`src/rtl/glcd_pkg.sv`:
```
package glcd_pkg;
  localparam int DATA_W = 8;
  localparam int COL_W  = 6;
  localparam int PAGE_W = 3;
  localparam int ADDR_W = PAGE_W + COL_W;

  typedef enum logic [2:0] {
    CMD_NONE,
    CMD_DISP,
    CMD_LINE,
    CMD_PAGE,
    CMD_COL
  } cmd_kind_e;

  typedef struct packed {
    cmd_kind_e        kind;
    logic [COL_W-1:0] arg;
  } cmd_t;

  // {di,rw} operation codes
  localparam logic [1:0] OP_INSTR  = 2'b00;
  localparam logic [1:0] OP_STATUS = 2'b01;
  localparam logic [1:0] OP_DWRITE = 2'b10;
  localparam logic [1:0] OP_DREAD  = 2'b11;
endpackage

```
`src/rtl/glcd_strobe_sync.sv`:
```
module glcd_strobe_sync #(
  parameter int STAGES = 2
) (
  input  logic clk,
  input  logic rst_n,
  input  logic strobe,
  output logic fall
);
  logic [STAGES-1:0] sync_q;
  logic              last_q;

  always_ff @(posedge clk or negedge rst_n) begin
    if (!rst_n) begin
      sync_q <= '0;
      last_q <= 1'b0;
    end else begin
      sync_q <= {sync_q[STAGES-2:0], strobe};
      last_q <= sync_q[STAGES-1];
    end
  end

  assign fall = last_q & ~sync_q[STAGES-1];

  // one falling edge gives exactly one event
  a_r3_single_fall: assert property (@(posedge clk) disable iff (!rst_n)
    fall |=> !fall);
endmodule

```
`src/rtl/glcd_cmd_decode.sv`:
```
module glcd_cmd_decode
  import glcd_pkg::*;
(
  input  logic [DATA_W-1:0] code,
  output cmd_t              cmd
);
  always_comb begin
    cmd.kind = CMD_NONE;
    cmd.arg  = code[COL_W-1:0];
    if (code[7:6] == 2'b11)
      cmd.kind = CMD_LINE;
    else if (code[7:6] == 2'b01)
      cmd.kind = CMD_COL;
    else if (code[7:3] == 5'b10111)
      cmd.kind = CMD_PAGE;
    else if (code[7:1] == 7'b0011111)
      cmd.kind = CMD_DISP;
  end
endmodule

```
`src/rtl/glcd_busy_timer.sv`:
```
module glcd_busy_timer #(
  parameter int BUSY_CYC = 2
) (
  input  logic clk,
  input  logic rst_n,
  input  logic start,
  output logic busy
);
  localparam int CNT_W = $clog2(BUSY_CYC + 1);
  logic [CNT_W-1:0] cnt_q;

  always_ff @(posedge clk or negedge rst_n) begin
    if (!rst_n)
      cnt_q <= '0;
    else if (start)
      cnt_q <= CNT_W'(BUSY_CYC);
    else if (cnt_q != '0)
      cnt_q <= cnt_q - 1'b1;
  end

  assign busy = (cnt_q != '0);

  // a started operation is visible as busy on the next cycle
  a_r10_start_busy: assert property (@(posedge clk) disable iff (!rst_n)
    start |=> busy);
endmodule

```
`src/rtl/glcd_host_port.sv`:
```
module glcd_host_port
  import glcd_pkg::*;
#(
  parameter int BUSY_CYC    = 2,
  parameter int SYNC_STAGES = 2
) (
  input  logic              clk,
  input  logic              rst_n,
  input  logic              cs1_n,
  input  logic              cs2_n,
  input  logic              cs3,
  input  logic              en,
  input  logic              rw,
  input  logic              di,
  input  logic [DATA_W-1:0] db_in,
  output logic [DATA_W-1:0] db_out,
  output logic              db_oe,
  output logic [ADDR_W-1:0] ram_addr,
  output logic              ram_we,
  output logic [DATA_W-1:0] ram_wdata,
  output logic              ram_re,
  input  logic [DATA_W-1:0] ram_rdata,
  output logic              disp_on,
  output logic [COL_W-1:0]  start_line
);
  logic              fall, busy, cs_ok, take, busy_start, rd_pend_q;
  logic [1:0]        op;
  logic [PAGE_W-1:0] page_q;
  logic [COL_W-1:0]  col_q;
  logic [DATA_W-1:0] out_q, status;
  cmd_t              cmd;

  glcd_strobe_sync #(.STAGES(SYNC_STAGES)) u_sync (
    .clk(clk), .rst_n(rst_n), .strobe(en), .fall(fall));

  glcd_cmd_decode u_dec (.code(db_in), .cmd(cmd));

  glcd_busy_timer #(.BUSY_CYC(BUSY_CYC)) u_busy (
    .clk(clk), .rst_n(rst_n), .start(busy_start), .busy(busy));

  assign cs_ok      = ~cs1_n & ~cs2_n & cs3;
  assign op         = {di, rw};
  assign take       = fall & cs_ok & ~busy;
  assign busy_start = take & (op != OP_STATUS);

  always_ff @(posedge clk or negedge rst_n) begin
    if (!rst_n) begin
      page_q     <= '0;
      col_q      <= '0;
      disp_on    <= 1'b0;
      start_line <= '0;
      ram_addr   <= '0;
      ram_we     <= 1'b0;
      ram_re     <= 1'b0;
      ram_wdata  <= '0;
      rd_pend_q  <= 1'b0;
      out_q      <= '0;
    end else begin
      ram_we    <= 1'b0;
      ram_re    <= 1'b0;
      rd_pend_q <= ram_re;
      if (rd_pend_q)
        out_q <= ram_rdata;
      if (take) begin
        unique case (op)
          OP_DREAD: begin
            ram_re   <= 1'b1;
            ram_addr <= {page_q, col_q};
            col_q    <= col_q + 1'b1;
          end
          OP_DWRITE: begin
            ram_we    <= 1'b1;
            ram_wdata <= db_in;
            ram_addr  <= {page_q, col_q};
            col_q     <= col_q + 1'b1;
          end
          OP_INSTR: begin
            unique case (cmd.kind)
              CMD_DISP: disp_on    <= cmd.arg[0];
              CMD_LINE: start_line <= cmd.arg;
              CMD_PAGE: page_q     <= cmd.arg[PAGE_W-1:0];
              CMD_COL:  col_q      <= cmd.arg;
              default: ;
            endcase
          end
          default: ;
        endcase
      end
    end
  end

  assign status = {busy, 1'b0, ~disp_on, ~rst_n, 4'b0000};
  assign db_out = di ? out_q : status;
  assign db_oe  = cs_ok & rw & en;

  // every RAM access traces back to a selected strobe
  a_r1_selected_only: assert property (@(posedge clk) disable iff (!rst_n)
    (ram_we || ram_re) |-> $past(cs_ok));

  // the issued address is the pre-increment column on the unchanged page
  a_r9_addr_step: assert property (@(posedge clk) disable iff (!rst_n)
    (ram_we || ram_re) |-> (col_q == ram_addr[COL_W-1:0] + 1'b1) &&
                           (page_q == ram_addr[ADDR_W-1:COL_W]));

  // a RAM access always sits inside a busy window
  a_r10_access_busy: assert property (@(posedge clk) disable iff (!rst_n)
    (ram_we || ram_re) |-> busy);

  // reset defaults hold while reset is asserted
  always @(posedge clk)
    if (!rst_n)
      a_r2_reset_defaults: assert (!disp_on && start_line == '0 && !ram_we);
endmodule

```
`config.mk`:
```
export PLATFORM = sky130hd
export DESIGN_NAME = glcd_host_port
export DESIGN_NICKNAME = d
export VERILOG_FILES = /design/src/rtl/glcd_pkg.sv /design/src/rtl/glcd_strobe_sync.sv /design/src/rtl/glcd_cmd_decode.sv /design/src/rtl/glcd_busy_timer.sv /design/src/rtl/glcd_host_port.sv
export SDC_FILE = /design/constraint.sdc
export NUM_CORES = 1
export LEC_CHECK = 0
export CELL_PAD_IN_SITES_DETAIL_PLACEMENT = 0
export CELL_PAD_IN_SITES_GLOBAL_PLACEMENT = 1
export CORE_MARGIN = 3
export CORE_UTILIZATION = 52
export DETAILED_ROUTE_END_ITERATION = 16
export DONT_BUFFER_PORTS = 1
export PLACE_DENSITY_LB_ADDON = 0.3
export SLEW_MARGIN = 20
export SYNTH_ARGS = -nofsm -noshare
export SYNTH_HDL_FRONTEND = slang
export SYNTH_SLANG_ARGS = --single-unit
```
`constraint.sdc`:
```
create_clock -name clk -period 2.54 [get_ports clk]
set_input_delay 0.635 -clock clk [delete_from_list [all_inputs] [get_ports clk]]
set_output_delay 0.635 -clock clk [all_outputs]
set_load 0.01 [all_outputs]
```
==> results.sh <==
export IMPL_drc=0
export IMPL_worstPathArrival_ns=2.04
export IMPL_start_kind="flip-flop"
export IMPL_final_max_slew_viol_count=0
export IMPL_syn_inst=160
export IMPL_drt_wirelength_per_cell_um=19.1
export IMPL_drt_total_wl_um=4020
export IMPL_start_util=0.558
export IMPL_syn_mean_instance_area_um2=13.1
export IMPL_syn_nets=186
export IMPL_fin_nets=187
export IMPL_detail_route_first_pass_iterations=5
export IMPL_grt_start_max_net_pins=51
export IMPL_synth_async_reset_ratio=1.00
export IMPL_synth_area_top_cells="dfrtp_1, mux2_2, mux2_4"
export IMPL_die_height_um=69.6
export IMPL_hold_buffers=0
export IMPL_dieArea_um2=4840
export IMPL_post_route_cells_drive_above_1_share=0.284
export IMPL_critical_path_required_ns=2.72
export IMPL_timing_critical_path_fanout_max=6
export IMPL_timing_hold_ws_ns=0.0279
export IMPL_cts_resized_gates=0
export IMPL_route_vias_total=1223
export IMPL_grt_antenna_before_repair=0
export IMPL_first_pass_grt_wire_length_um=6690
export IMPL_count_of_flip_flops_with_a_built_in_enable_after_synthesis=0
export IMPL_grt_pass1_vias=1303
export IMPL_setup_viol=0
export IMPL_synth_ff_type="dfrtp_1"
export IMPL_hold_path_class="primary input to asynchronous set/reset pin"
export IMPL_post_route_period_util=0.731
export IMPL_avgViaCountPerCell=5.82
export IMPL_worst_margin_slew_ns=0.773
export IMPL_register_to_register_path_depth=6
export IMPL_io_pin_count=59
export IMPL_reg2reg_setup_slack_ns=0.68
export IMPL_power_leakage_nw=1.10
export IMPL_rsz_0062_raised_after_global_routing="false"
export IMPL_slew_limit_headroom=0.483
export IMPL_globalRouteOverflowTotal=0
export IMPL_detailedPlacementHpwl_um=2960
export IMPL_dieWidth_um=69.6
export IMPL_leading_post_synthesis_cells_by_instance_count="dfrtp_1, mux2_2, nand2_1, nor2_1, o21ai_0"
export IMPL_ys_warnings_count=0
export IMPL_count_of_max_cap_constraint_violations=0
export IMPL_htree_num_levels=2
export IMPL_finalWeightedCongestion=0.773
export IMPL_hold_viol=0
export IMPL_clock_sinks=49
export IMPL_drt_iter0_drc=82
export IMPL_global_route_usage_total=0.175
export IMPL_crit_reg2reg_capture="start_line[1]"
export IMPL_fin_setup_tns_ns=0
export IMPL_synth_yosys_seq_area_share=0.583
export IMPL_max_clock_path_buffers=2
export IMPL_mappedNetlistArea_um2=2100
export IMPL_synth_top_area_share=0.583
export IMPL_insertedDiodeCount=0
export IMPL_synth_most_common_cell="dfrtp_1"
export IMPL_vdd_ir_drop_max_v=0.000356
export IMPL_critPathCaptureType="flip-flop"
export IMPL_synth_area_leader_cell="dfrtp_1"
export IMPL_clock_insertion_delay_worst_skew_ns=0.30
export IMPL_synth_cell_type_count=31
export IMPL_criticalPathCategory="flip-flop to flip-flop"
export IMPL_fp_row_count=22
export IMPL_antenna_left=0
export IMPL_ys_seq_elements=49
export IMPL_tritoncts="done"
export IMPL_finalClockSkew_ns=0.00788
export IMPL_post_cts_setup_buffer_count=0
export IMPL_num_fill_cells=321
export IMPL_fmaxAchievable_ghz=0.538
export IMPL_power_density_nw_per_um2=718
export IMPL_clk_root_buffer_cell="clkbuf_8"
export IMPL_cts_buffers_inserted=5
export IMPL_critical_path_reg2reg_startpoint="u_busy.cnt_q[0]"
export IMPL_io_buffer_count=0
export IMPL_core_area_um2=3770
export IMPL_syn2layout_area_growth_pct=5.95
export IMPL_minimum_clock_period_ns=1.86
export IMPL_status="complete, no violations"
export IMPL_clkSlewWorstSetupHoldPaths_ns=0.08
[critical path, cell delays in order, from the launching register on]
cell	delay (ns)
dfrtp_1	0.40
inv_1	0.06
ha_1	0.21
and3b_1	0.25
nand4_1	0.12
or2_1	0.36
mux2_4	0.34
[cells by family (layout without fill, tap and decap cells)]
kind of cell / after synthesis / after routing / share of synthesized area
mux: 38 / 38 / 0.211
fa+ha+maj: 2 / 2 / 0.0119
flops: 49 / 49 / 0.583
buf+inv: 13 / 15 / 0.0315
compound gates: 19 / 19 / 0.0559
simple gates: 39 / 39 / 0.106
[per-layer routing]
layer / part of all wire / track usage / wire length (um)
met1: 0.41 / 0.216 / 1670
met3: 0.079 / 0.0594 / 316
met4: 0.016 / 0.0694 / 65
met5: 0 / 0 / 0
met2: 0.49 / 0.281 / 1970
[layout make-up]
cell class	count	area, um^2	share of cell area
clock buffers	7	96.3	0.0432
flip-flops and latches	49	1230	0.550
inverters	6	22.5	0.0101
repair buffers	1	7.51	0.00337
multi-input cells	98	811	0.364
clock inverters	1	5.00	0.00225
well taps	48	60.1	0.0270
[flip-flops by register name, indices dropped and copies added, names as in the netlist]
signal         flops
ram_wdata          8
rd_pend_q          1
col_q              6
u_sync.sync_q      2
start_line         6
page_q             3
u_busy.cnt_q       2
disp_on            1
ram_re             1
ram_we             1
out_q              8
ram_addr           9
u_sync.last_q      1
[cell usage in the layout, fill, tap and decap left out, drive strengths merged]
cell / synthesis / final
nand2: 9 / 9
o22a: 4 / 4
and3b: 1 / 1
nor3b: 2 / 2
and2: 5 / 5
and3: 1 / 1
clkinv: 0 / 1
o22ai: 1 / 1
nand4: 2 / 2
buf: 4 / 1
mux2i: 5 / 5
clkbuf: 3 / 7
o21ai: 7 / 7
ha: 2 / 2
nor3: 1 / 1
or2: 2 / 2
o211ai: 1 / 1
and4: 1 / 1
inv: 6 / 6
dfrtp: 49 / 49
nor4: 1 / 1
a31oi: 1 / 1
nor2: 10 / 10
a22oi: 1 / 1
mux2: 33 / 33
nand3: 4 / 4
a21oi: 4 / 4
[stage by stage]
stage	cell area, um^2	power (mW)	setup slack, ns	std cells	util
global placement	2130	1.12	0.664	202	0.564
CTS	2230	1.63	0.660	210	0.591
finish	2230	1.60	0.683	210	0.591
detailed placement	2130	1.14	0.648	202	0.564
global route	2230	1.68	0.532	210	0.591
floorplan	2100	1.09	0.626	160	-
[power breakdown]
group / internal, mW / total [mW] / switching, mW / leakage (nW)
clock network: 0.246 / 0.485 / 0.239 / 0.0542
registers: 0.863 / 0.938 / 0.0740 / 0.658
logic: 0.0939 / 0.177 / 0.0834 / 0.391
total: 1.20 / 1.60 / 0.396 / 1.10
[worst max-delay path by stage]
stage | startpoint | end | slack, ns | cells past startpoint
3_3_place_gp | cs2_n | disp_on | 0.66 | 4
4_1_cts | u_busy.cnt_q[0] | start_line[2] | 0.66 | 6
3_5_place_dp | cs2_n | start_line[1] | 0.65 | 4
6_report | u_busy.cnt_q[0] | start_line[1] | 0.68 | 6
5_1_grt | u_busy.cnt_q[0] | start_line[2] | 0.53 | 6
2_1_floorplan | di | db_out[7] | 0.63 | 3
Power figures use the tool's default switching activity.
